===== src/rtl/edge_mask_pkg.sv =====
package edge_mask_pkg;
  typedef enum logic [1:0] {
    WID_NARROW = 2'd0,
    WID_MEDIUM = 2'd1,
    WID_WIDE   = 2'd2,
    WID_WIDE_B = 2'd3
  } width_e;

  localparam int LO_SHIFT = 2;
  localparam int HI_SHIFT = 4;
  localparam int LO_FLAT  = 4;
  localparam int HI_FLAT  = 16;
endpackage


===== src/rtl/edge_thr_scale.sv =====
module edge_thr_scale
  import edge_mask_pkg::*;
#(
  parameter int SW = 12,
  parameter int TW = SW + 1
) (
  input  logic [7:0]    thr_e,
  input  logic [7:0]    thr_i,
  input  logic [7:0]    thr_h,
  input  logic          deep,
  output logic [TW-1:0] lim_e,
  output logic [TW-1:0] lim_i,
  output logic [TW-1:0] lim_h,
  output logic [TW-1:0] lim_f
);
  localparam int PADW = TW - 8;

  logic [TW-1:0] ext_e, ext_i, ext_h;

  always_comb begin
    ext_e = {{PADW{1'b0}}, thr_e};
    ext_i = {{PADW{1'b0}}, thr_i};
    ext_h = {{PADW{1'b0}}, thr_h};
    if (deep) begin
      lim_e = ext_e << HI_SHIFT;
      lim_i = ext_i << HI_SHIFT;
      lim_h = ext_h << HI_SHIFT;
      lim_f = TW'(HI_FLAT);
    end else begin
      lim_e = ext_e << LO_SHIFT;
      lim_i = ext_i << LO_SHIFT;
      lim_h = ext_h << LO_SHIFT;
      lim_f = TW'(LO_FLAT);
    end
  end
endmodule


===== src/rtl/edge_side_eval.sv =====
module edge_side_eval #(
  parameter int SW = 12,
  parameter int TW = SW + 1
) (
  input  logic [8*SW-1:0] smp,
  input  logic [TW-1:0]   lim_i,
  input  logic [TW-1:0]   lim_h,
  input  logic [TW-1:0]   lim_f,
  output logic            over_i,
  output logic            hev,
  output logic            rough_in,
  output logic            rough_out
);
  localparam int TAPS  = 8;
  localparam int NEAR  = 4;
  localparam int DW    = SW + 1;
  localparam int NFAR  = TAPS - NEAR;

  function automatic logic [DW-1:0] mag(input logic [SW-1:0] a, input logic [SW-1:0] b);
    logic signed [DW-1:0] d;
    d = $signed({1'b0, a}) - $signed({1'b0, b});
    return d[DW-1] ? $unsigned(-d) : $unsigned(d);
  endfunction

  logic [SW-1:0] s [TAPS];
  logic [NFAR-1:0] far_bad;
  logic [DW-1:0] n10, n21, n32, d20, d30;

  for (genvar k = 0; k < TAPS; k++) begin : g_tap
    assign s[k] = smp[k*SW +: SW];
  end

  for (genvar k = NEAR; k < TAPS; k++) begin : g_far
    assign far_bad[k-NEAR] = mag(s[k], s[0]) > lim_f;
  end

  always_comb begin
    n10 = mag(s[1], s[0]);
    n21 = mag(s[2], s[1]);
    n32 = mag(s[3], s[2]);
    d20 = mag(s[2], s[0]);
    d30 = mag(s[3], s[0]);
    over_i    = (n10 > lim_i) | (n21 > lim_i) | (n32 > lim_i);
    hev       = n10 > lim_h;
    rough_in  = (n10 > lim_f) | (d20 > lim_f) | (d30 > lim_f);
    rough_out = |far_bad;
  end
endmodule


===== src/rtl/edge_cross_eval.sv =====
module edge_cross_eval #(
  parameter int SW = 12,
  parameter int TW = SW + 1
) (
  input  logic [SW-1:0] p0,
  input  logic [SW-1:0] p1,
  input  logic [SW-1:0] q0,
  input  logic [SW-1:0] q1,
  input  logic [TW-1:0] lim_e,
  output logic          over_e
);
  localparam int DW = SW + 1;
  localparam int XW = SW + 3;

  function automatic logic [DW-1:0] mag(input logic [SW-1:0] a, input logic [SW-1:0] b);
    logic signed [DW-1:0] d;
    d = $signed({1'b0, a}) - $signed({1'b0, b});
    return d[DW-1] ? $unsigned(-d) : $unsigned(d);
  endfunction

  logic [DW-1:0] a00, a11;
  logic [XW-1:0] score;

  always_comb begin
    a00    = mag(p0, q0);
    a11    = mag(p1, q1);
    score  = {1'b0, a00, 1'b0} + {3'b000, a11[DW-1:1]};
    over_e = score > {{(XW-TW){1'b0}}, lim_e};
  end
endmodule


===== src/rtl/edge_mask_dec.sv =====
module edge_mask_dec
  import edge_mask_pkg::*;
#(
  parameter int SW = 12
) (
  input  logic          clk,
  input  logic          rst_n,
  input  logic          in_valid,
  output logic          in_ready,
  input  logic [8*SW-1:0] in_p,
  input  logic [8*SW-1:0] in_q,
  input  logic [7:0]    thr_e,
  input  logic [7:0]    thr_i,
  input  logic [7:0]    thr_h,
  input  logic [1:0]    width_sel,
  input  logic          deep,
  output logic          out_valid,
  input  logic          out_ready,
  output logic          out_f4,
  output logic          out_f8,
  output logic          out_f16,
  output logic          out_hev
);
  localparam int TW    = SW + 1;
  localparam int SIDES = 2;

  logic [TW-1:0] lim_e, lim_i, lim_h, lim_f;
  logic [SIDES-1:0] over_i, hev_s, rough_in, rough_out;
  logic over_e;
  logic enable, flat_in, flat_out;
  logic nx_f4, nx_f8, nx_f16, nx_hev;
  width_e wsel;

  edge_thr_scale #(.SW(SW), .TW(TW)) u_scale (
    .thr_e(thr_e), .thr_i(thr_i), .thr_h(thr_h), .deep(deep),
    .lim_e(lim_e), .lim_i(lim_i), .lim_h(lim_h), .lim_f(lim_f)
  );

  for (genvar g = 0; g < SIDES; g++) begin : g_side
    edge_side_eval #(.SW(SW), .TW(TW)) u_side (
      .smp      ((g == 0) ? in_p : in_q),
      .lim_i    (lim_i),
      .lim_h    (lim_h),
      .lim_f    (lim_f),
      .over_i   (over_i[g]),
      .hev      (hev_s[g]),
      .rough_in (rough_in[g]),
      .rough_out(rough_out[g])
    );
  end

  edge_cross_eval #(.SW(SW), .TW(TW)) u_cross (
    .p0(in_p[0 +: SW]), .p1(in_p[SW +: SW]),
    .q0(in_q[0 +: SW]), .q1(in_q[SW +: SW]),
    .lim_e(lim_e), .over_e(over_e)
  );

  always_comb begin
    wsel     = width_e'(width_sel);
    enable   = ~(|over_i) & ~over_e;
    flat_in  = ~(|rough_in);
    flat_out = ~(|rough_out);
    nx_hev   = |hev_s;
    nx_f4    = 1'b0;
    nx_f8    = 1'b0;
    nx_f16   = 1'b0;
    unique case (wsel)
      WID_NARROW: nx_f4 = enable;
      WID_MEDIUM: begin
        nx_f8 = enable & flat_in;
        nx_f4 = enable & ~flat_in;
      end
      default: begin
        nx_f16 = enable & flat_in & flat_out;
        nx_f8  = enable & flat_in & ~flat_out;
        nx_f4  = enable & ~flat_in;
      end
    endcase
  end

  assign in_ready = ~out_valid | out_ready;

  always_ff @(posedge clk or negedge rst_n) begin
    if (!rst_n) begin
      out_valid <= 1'b0;
      out_f4    <= 1'b0;
      out_f8    <= 1'b0;
      out_f16   <= 1'b0;
      out_hev   <= 1'b0;
    end else if (in_valid && in_ready) begin
      out_valid <= 1'b1;
      out_f4    <= nx_f4;
      out_f8    <= nx_f8;
      out_f16   <= nx_f16;
      out_hev   <= nx_hev;
    end else if (out_ready) begin
      out_valid <= 1'b0;
    end
  end

  a_r9_one_filter: assert property (@(posedge clk) disable iff (!rst_n)
    out_valid |-> $onehot0({out_f4, out_f8, out_f16}));

  a_r10_hold_stalled: assert property (@(posedge clk) disable iff (!rst_n)
    (out_valid && !out_ready) |=> (out_valid && $stable({out_f4, out_f8, out_f16, out_hev})));

  a_r10_one_cycle: assert property (@(posedge clk) disable iff (!rst_n)
    (in_valid && in_ready) |=> out_valid);

  a_r8_narrow_only: assert property (@(posedge clk) disable iff (!rst_n)
    (in_valid && in_ready && width_sel == 2'd0) |=> (!out_f8 && !out_f16));

  a_r7_no_wide: assert property (@(posedge clk) disable iff (!rst_n)
    (in_valid && in_ready && width_sel == 2'd1) |=> !out_f16);

  a_r11_idle_clear: assert property (@(posedge clk) disable iff (!rst_n)
    (!out_valid && !in_valid) |=> !out_valid);
endmodule


===== config.mk =====
export PLATFORM = sky130hd
export DESIGN_NAME = edge_mask_dec
export DESIGN_NICKNAME = d
export VERILOG_FILES = /design/src/rtl/edge_mask_pkg.sv /design/src/rtl/edge_thr_scale.sv /design/src/rtl/edge_side_eval.sv /design/src/rtl/edge_cross_eval.sv /design/src/rtl/edge_mask_dec.sv
export SDC_FILE = /design/constraint.sdc
export NUM_CORES = 1
export LEC_CHECK = 0
export ABC_AREA = 1
export CAP_MARGIN = 20
export CORE_ASPECT_RATIO = 1.2
export CORE_UTILIZATION = 61
export DETAILED_ROUTE_END_ITERATION = 6
export GPL_ROUTABILITY_DRIVEN = 0
export PLACE_DENSITY = 0.85
export SLEW_MARGIN = 25
export SYNTH_ARGS = -nofsm -noshare
export SYNTH_HDL_FRONTEND = slang
export SYNTH_SLANG_ARGS = --single-unit

===== constraint.sdc =====
create_clock -name clk -period 1.17 [get_ports clk]
set_input_delay 0.1755 -clock clk [delete_from_list [all_inputs] [get_ports clk]]
set_output_delay 0.1755 -clock clk [all_outputs]
set_load 0.02 [all_outputs]

==> results of run 1 <==
cell families after synthesis:
group	after synthesis	synth area share, %
simple gates	2407	45.50
flops	5	0.5420
fa+ha+maj	410	22.91
buf+inv	728	12.06
compound gates	445	11.09
xor+xnor	192	7.431
mux	11	0.4770
per-stage QoR:
stage                     util, %  setup slack [ps]  std cells  TNS (ps)  area [um2]
after global placement      92.06             -4025       5978    -15350       34150
after CTS                   94.12             -3344       6002    -12700       34910
after floorplan                 -             -3310       4198    -11970       23120
after detailed placement    92.06             -4401       5978    -16860       34150
what timing repair did:
item                                    4_1_cts
gates resized for setup                     196
endpoints found under the setup margin       10
gates cloned                                  0
pin swaps                                    62
buffers inserted                             20
layer usage:
layer	track usage [%]	GRT overflow
met5	62.25	3
met4	103.4	388
met3	84.75	53
met2	110.3	904
met1	89.30	54
==> summary.md, run 1 <==
| Metric | Value |
|---|---|
| Largest net degree at the start of global routing | `21` |
| Share of flip-flops with an asynchronous set or reset | `100.0%` |
| Error msg | `[ERROR GRT-0116] Global routing finished with congestion. Check the congestion regions in the DRC Viewer.` |
| Most instantiated cells after synthesis | `nand2_1 (1274), inv_1 (696), nand3_1 (416), ha_1 (389), nor2_1 (387)` |
| First-pass GRT wire length | `294800 um` |
| Number of global-route vias before repair | `48.93k` |
| Most common cell in the netlist | `nand2_1` |
| Yosys top cell by area | `ha_1` |
| Top cells by area, synth | `ha_1 (21%), nand2_1 (21%), inv_1 (11%), nand3_1 (9.0%), nor2_1 (6.3%)` |
| Exit stage | `global routing (5_1_grt)` |
| CTS Root Cell | `clkbuf_16` |
| Top_reg_cell synth | `dfrtp_1` |
| Top-area cell type share of the netlist area | `21.08%` |
| Number of synthesized flops with an enable pin | `0` |
| Synth Area per Inst | `5.499 um2` |
| Overflow after GRT | `between 1k and 1.5k` |
| Initial core utilization | `62.24%` |
| Total GRT Usage | `95.19%` |
| Die Y-Extent | `215.1 um` |
| Sequential area share after synthesis | `less than 1%` |
| Status | `aborted with a tool error` |
| H-tree Lvls | `1` |
| Dpl hpwl | `91950 um` |
| Synth Register Bits | `5` |
| CTS Hold Bufs | `0` |
| Port bufs | `228` |
| # IOs | `229` |
| Cell variety after synth | `61` |
| Clock sink count | `5` |
| Max Buffers Root-to-Sink | `2` |
| Syn. warnings | `0` |
| Site Rows | `77` |
| Die X | `179.6 um` |
| TritonCTS Buffers | `3` |
| Post-synth design cell area | `0.02308 mm2` |
| Post-synthesis net count | `4831` |
| Cells after Synth | `4198` |
==> inputs of run 2 (changes only) <==
--- a/config.mk
+++ b/config.mk
@@ -7,11 +7,10 @@
 export LEC_CHECK = 0
 export ABC_AREA = 1
 export CAP_MARGIN = 20
-export CORE_ASPECT_RATIO = 1.2
-export CORE_UTILIZATION = 61
+export CORE_UTILIZATION = 40
 export DETAILED_ROUTE_END_ITERATION = 6
 export GPL_ROUTABILITY_DRIVEN = 0
-export PLACE_DENSITY = 0.85
+export PLACE_DENSITY_LB_ADDON = 0.15
 export SLEW_MARGIN = 25
 export SYNTH_ARGS = -nofsm -noshare
 export SYNTH_HDL_FRONTEND = slang
==> summary.md, run 2 <==
| Metric | Value |
|---|---|
| Status | `finished, violations left` |
| Failing checks | `negative setup slack` |
| Initial core utilization | `40.70% (-22 points)` |
| Worst relative slew slack | `75.33%` |
| P&R area growth vs syn | `55.57%` |
| First-pass GRT wire length | `139500 um` |
| Pint | `14.44 mW` |
| Largest net degree at the start of global routing | `18` |
| Vias per Instance | `approximately 5` |
| Top_reg_cell synth | `dfrtp_1` |
| Pwr/cell area | `approximately 810 mW/mm2` |
| Max-slew violations | `0` |
| Nets@finish | `6238` |
| Top-area cell type share of the netlist area | `21.08% (unchanged)` |
| Post-synthesis net count | `4831 (unchanged)` |
| Yosys top cell by area | `ha_1` |
| CTS Hold Bufs | `0 (unchanged)` |
| Register-to-Register Setup Slack | `-20 ps` |
| DRT iter0 DRCs | `1523` |
| Clock-pin slew on the worst setup and hold paths | `30 ps` |
| Die X | `242.2 um (+35%)` |
| Worst-Skew Late Latency | `230 ps` |
| Synth Area per Inst | `5.499 um2 (unchanged)` |
| Dpl hpwl | `76690 um (-17%)` |
| Commonest non-fill, non-tap cell in the layout | `nand2_1` |
| Residual DRC | `0` |
| Slowest cell on the critical path | `fa_2` |
| Most common cell in the netlist | `nand2_1` |
| Max Buffers Root-to-Sink | `2 (unchanged)` |
| Seq pwr share | `0.7%` |
| Die Y-Extent | `242.2 um (+13%)` |
| Share of flip-flops with an asynchronous set or reset | `100.0% (unchanged)` |
| Clk network pwr share | `under 10%` |
| Most instantiated cells after synthesis | `nand2_1 (1274), inv_1 (696), nand3_1 (416), ha_1 (389), nor2_1 (387)` |
| Final Cycle Share | `390.5%` |
| Sequential area share after synthesis | `0.5420% (unchanged)` |
| Static Leak | `20.71 nW` |
| TritonCTS Buffers | `3 (unchanged)` |
| Initial antenna violation count | `14` |
| Crit end category | `register` |
| Worst EP required | `1340 ps` |
| Syn. warnings | `0 (unchanged)` |
| Site Rows | `87 (+13%)` |
| H-tree Lvls | `1 (unchanged)` |
| Fin util | `between 60% and 70%` |
| Final Hold Fails | `0` |
| Final setup viols | `4` |
| NetSw | `between 10 and 15 mW` |
| Fin crit period | `4569 ps` |
| CP bufs+invs | `3` |
| # IOs | `229 (unchanged)` |
| Worst setup path class | `input port to register` |
| Number of synthesized flops with an enable pin | `0 (unchanged)` |
| Sw Ratio | `50.46%` |
| Post-Route WL | `87640 um` |
| Measured slew at the worst slew-check pin | `366.2 ps` |
| Hold Path Class | `input port to async pin` |
| DR pass1 iterations | `7` |
| DRT antenna net count | `0` |
| Crit-path max cell delay | `360 ps` |
| Die area | `0.05868 mm2` |
| Critical Path Fanout Max | `4` |
| CP delay by family, top | `compound AO/OA/AOI/OAI gates` |
| Final worst slack | `-3399 ps` |
| Overflow after GRT | `0` |
| Synth Register Bits | `5 (unchanged)` |
| Max-cap viol count | `0` |
| Commonest non-fill, non-tap cells in the layout | `nand2_1 (1259), buf_4 (1182), inv_1 (666)` |
| Cells after Synth | `4198 (unchanged)` |
| Fillers | `5525` |
| Post-synth design cell area | `0.02308 mm2 (unchanged)` |
| Top cell by count, worst path | `nand2_1` |
| Hold WS | `between 150 and 200 ps` |
| Port bufs | `228 (unchanged)` |
| Layout cell share with drive strength beyond 1 | `between 20% and 30%` |
| Top cells by area, synth | `ha_1 (21%), nand2_1 (21%), inv_1 (11%), nand3_1 (9.0%), nor2_1 (6.3%)` |
| Gate power share | `97.3%` |
| CTS Root Cell | `clkbuf_16` |
| Cell variety after synth | `61 (unchanged)` |
| Max IR drop VDD | `0.0008456 V` |
| Clock skew | `1.842 ps` |
| Critical Path Start Type | `input port` |
| Via count | `30.95k` |
| Worst Path Arrival | `4740 ps` |
| Fmax | `between 200 and 250 MHz` |
| CTS tree | `done` |
| Unrepaired setup endpoints after global routing | `yes` |
| Total GRT Usage | `28.80%` |
| Number of global-route vias before repair | `29.04k` |
| WL/cell | `13.76 um` |
| Clock sink count | `5 (unchanged)` |
| Core area | `0.05671 mm2` |
## run 2: cell counts after synthesis
No cell type changed its count.
## run 2: worst paths after layout
path | start | cells after the start | to
worst max-delay path | in_p[12] | 33 | out_f16
worst min-delay path | rst_n | 1 | out_valid
worst max register to register | out_valid | 7 | out_hev
worst min register to register | out_f4 | 2 | out_f4
max in group asynchronous | rst_n | 1 | out_f16
min in group clk | out_f4 | 2 | out_f4
## run 2: layout make-up
class / count / area (um2) / share of cell area [%]
Sequential cell: 5 / 125.1 / 0.3484
Inverter: 711 / 2704 / 7.529
Antenna cell: 9 / 22.52 / 0.06271
Timing Repair Buffer: 1419 / 11220 / 31.25
Tap cell: 756 / 945.9 / 2.634
Multi-Input combinational cell: 3465 / 20810 / 57.96
Clock buffer: 4 / 78.83 / 0.2195
## run 2: through the flow
step	TNS (ps)	instance area [um2]	instances	power, mW	setup WS, ps
after floorplan	-11970	23120	4198	15.07	-3310
after global placement	-16170	34940	6315	26.41	-4270
after detailed placement	-16770	34940	6315	26.93	-4432
after CTS	-12240	35650	6353	28.30	-3278
after global routing	-13650	35910	6367	32.40	-3620
final	-12670	35910	6369	29.14	-3399
## run 2: logic make-up after synthesis
group,after synthesis,share of synthesized area [%]
AO/OA/AOI/OAI,445,11.09
XOR/XNOR,192,7.431
adder cells (fa/ha/maj),410,22.91
buffers and inverters,728,12.06
flip-flops,5,0.5420
multiplexers,11,0.4770
AND/OR/NAND/NOR,2407,45.50
## run 2: timing repair
| action | 4_1_cts | 5_1_grt |
|---|---|---|
| pin swaps | 64 | 64 |
| resized for setup | 227 | 69 |
| endpoints found under the setup margin | 10 | 5 |
| buffers inserted | 34 | 9 |
## run 2: worst reg2reg max path, stage by stage (launching register included)
cell	delay (ps)
dfrtp_1	360
nand2_1	80
buf_4	110
nand2_1	130
a21oi_1	160
o21ai_0	90
o21ai_0	80
inv_1	60
## run 2: layer usage
metal,part of all wire (%),up-vias,track usage [%]
li1,-,16550,-
met1,45,13660,35.97
met2,47,571,52.02
met3,3.5,154,1.850
met4,4.0,10,9.605
met5,0.070,-,0
## run 2: power by group through the flow
stage | Clock [mW] | Sequential, mW | Combinational, mW
final | 0.575 | 0.199 | 28.4
after global routing | 0.597 | 0.199 | 31.6
after CTS | 0.571 | 0.199 | 27.5
after detailed placement | 0 | 0.201 | 26.7
after global placement | 0 | 0.201 | 26.2
after floorplan | 0 | 0.219 | 14.8
No activity file was read; power rests on OpenSTA's default activity.
==> inputs of run 3 (changes only) <==
--- a/config.mk
+++ b/config.mk
@@ -10,6 +10,7 @@
 export CORE_UTILIZATION = 40
 export DETAILED_ROUTE_END_ITERATION = 6
 export GPL_ROUTABILITY_DRIVEN = 0
+export GPL_TIMING_DRIVEN = 0
 export PLACE_DENSITY_LB_ADDON = 0.15
 export SLEW_MARGIN = 25
 export SYNTH_ARGS = -nofsm -noshare
==> summary.md, run 3 (synthesis results as in run 2) <==
| Metric | Value |
|---|---|
| Nets@finish | `5156 (-17%)` |
| Critical Path Start Type | `input port` |
| Port bufs | `228 (unchanged)` |
| Post-Route WL | `81030 um (-7.5%)` |
| Total GRT Usage | `26.40% (-2.4 points)` |
| Unrepaired setup endpoints after global routing | `yes` |
| Critical Path Fanout Max | `3 (-1)` |
| Worst-Skew Late Latency | `230 ps (about the same)` |
| Inst Count DP | `5183 (-18%)` |
| CTS Root Cell | `clkbuf_16` |
| Failing checks | `negative setup slack` |
| Register-to-Register Setup Slack | `-140 ps (-120 ps)` |
| Worst relative slew slack | `28.48% (-47 points)` |
| TNS Setup | `-13420 ps (-751.0 ps)` |
| Layout cell share with drive strength beyond 1 | `8.050% (-18 points)` |
| Clock-pin slew on the worst setup and hold paths | `30 ps (about the same)` |
| Initial antenna violation count | `3 (-11)` |
| Die Y-Extent | `242.2 um (unchanged)` |
| Clock sink count | `5 (unchanged)` |
| Final Cycle Share | `399.8% (+9.2 points)` |
| DRT iter0 DRCs | `1386 (-9.0%)` |
| DR pass1 iterations | `5 (-2)` |
| Die X | `242.2 um (unchanged)` |
| Post-place setup slack | `-5122 ps (-690.3 ps)` |
| Max Buffers Root-to-Sink | `2 (unchanged)` |
| Static Leak | `15.45 nW (-25%)` |
| Clock skew | `0.7351 ps (-1.107 ps)` |
| TritonCTS Buffers | `3 (unchanged)` |
| Busiest grt layer | `met2` |
| GR Layer Usage met2 | `45.46% (-6.6 points)` |
| Crit-path max cell delay | `390 ps (+30 ps)` |
| Seq. cell area | `125.1 um2 (unchanged)` |
| Max IR drop VDD | `0.0008190 V (-3.2%)` |
| Number of global-route vias before repair | `24.56k (-15%)` |
| Max-slew violations | `0 (unchanged)` |
| Overflow after GRT | `0 (unchanged)` |
| Slowest cell on the critical path | `ha_4` |
| Commonest non-fill, non-tap cell in the layout | `nand2_1` |
| Vias per Instance | `5.090 (+4.7%)` |
| Die area | `0.05868 mm2 (unchanged)` |
| # IOs | `229 (unchanged)` |
| Hold Path Class | `input port to async pin` |
| P&R area growth vs syn | `20.69%` |
| Measured slew at the worst slew-check pin | `1043 ps (+676.8 ps)` |
| Worst setup path class | `input port to register` |
| Status | `finished, violations left` |
| Worst EP required | `1330 ps (about the same)` |
| First-pass GRT wire length | `125900 um (-9.8%)` |
| Initial core utilization | `40.70% (unchanged)` |
| Via count | `26.88k (-13%)` |
| Fmax | `213.8 MHz (-2.3%)` |
| Fin crit period | `4677 ps (+108.2 ps)` |
| Final setup viols | `4 (unchanged)` |
| DRT antenna net count | `0 (unchanged)` |
| Core area | `0.05671 mm2 (unchanged)` |
| Commonest non-fill, non-tap cells in the layout | `nand2_1 (1253), inv_1 (663), nand3_1 (410)` |
| Worst Path Arrival | `4840 ps (+100 ps)` |
| Max-cap viol count | `0 (unchanged)` |
| Site Rows | `87 (unchanged)` |
| Total design power | `22.82 mW (-22%)` |
| Area of the multi-input gates | `0.02085 mm2 (+0.17%)` |
| Post-route insts no fill | `5281 (-17%)` |
| CTS tree | `done` |
| Fillers | `6111 (+11%)` |
| Crit end category | `register` |
| CTS Hold Bufs | `0 (unchanged)` |
| Top cell by count, worst path | `buf_4` |
| Final Hold Fails | `0 (unchanged)` |
| Pwr/cell area | `818.9 mW/mm2 (+0.90%)` |
| WL/cell | `15.34 um (+12%)` |
| Dpl hpwl | `66720 um (-13%)` |
| Largest net degree at the start of global routing | `24 (+6)` |
| GR Util met1 | `34.85% (-1.1 points)` |
| Final worst slack | `-3507 ps (-108.2 ps)` |
| Hold WS | `166.4 ps (-8.998 ps)` |
| Residual DRC | `0 (unchanged)` |
| H-tree Lvls | `1 (unchanged)` |
| GR Util met3 | `1.795% (-0.055 points)` |
==> run 3: cell types whose count changed in the layout (fill, tap and decap cells not counted), sizes merged <==
cell,previous run,this run
buf,1210,123
inv,707,692
clkinvlp,2,16
diode,9,3
clkbuf,9,13
dlygate4sd2,13,16
clkdlybuf4s50,181,179
clkdlybuf4s15,10,9
clkinv,2,3
dlymetal6s2s,0,1
==> run 3: routing by layer <==
layer  routed length, um  vias up
met1               37950    11870
met4                2485        0
met2               37340      538
met5                   0        -
met3                3260       98
li1                    -    14380
==> run 3: layout make-up <==
| class | instances | share of cell area (%) |
|---|---|---|
| Inverter | 711 | 9.871 |
| Buffer | 17 | 0.4266 |
| Sequential cell | 5 | 0.4491 |
| Tap cell | 756 | 3.395 |
| Clock buffer | 4 | 0.2829 |
| Multi-Input combinational cell | 3465 | 74.83 |
| Timing Repair Buffer | 320 | 10.71 |
| Antenna cell | 3 | 0.02694 |
==> run 3: timing repair <==
| item | 4_1_cts | 5_1_grt |
|---|---|---|
| buffers inserted | 70 | 22 |
| gates resized for setup | 214 | 101 |
| endpoints found under the setup margin | 10 | 4 |
| pin swaps | 49 | 65 |
| cloned | 0 | 0 |
==> run 3: final timing paths <==
kind / from / end / cells after the start
worst max-delay path: in_q[5] / out_f16 / 41
worst min register to register: out_f8 / out_f8 / 2
min in group clk: out_f8 / out_f8 / 2
worst max register to register: out_valid / out_hev / 6
worst min-delay path: rst_n / out_f8 / 1
max in group asynchronous: rst_n / out_f4 / 1
==> run 3: critical path: cells and delay by family <==
kind	cells	cell delay, ps
buffers and inverters	22	2690
adder cells (fa/ha/maj)	1	390
AND/OR/NAND/NOR	17	1450
AO/OA/AOI/OAI	1	140
==> run 3: through the flow <==
stage	util (%)	area, um2
2_1_floorplan	-	23120
3_3_place_gp	46.45	26350
3_5_place_dp	46.50	26370
4_1_cts	48.34	27410
5_1_grt	49.12	27860
6_report	49.13	27860
==> run 3: report_power, final <==
| part | total (mW) | switching, mW | internal [mW] | leakage, nW |
|---|---|---|---|---|
| clock network | 0.557 | 0.106 | 0.451 | 0.0382 |
| registers | 0.198 | 0.00792 | 0.190 | 0.0635 |
| logic | 22.1 | 13.4 | 8.66 | 15.4 |
| total | 22.8 | 13.5 | 9.30 | 15.5 |
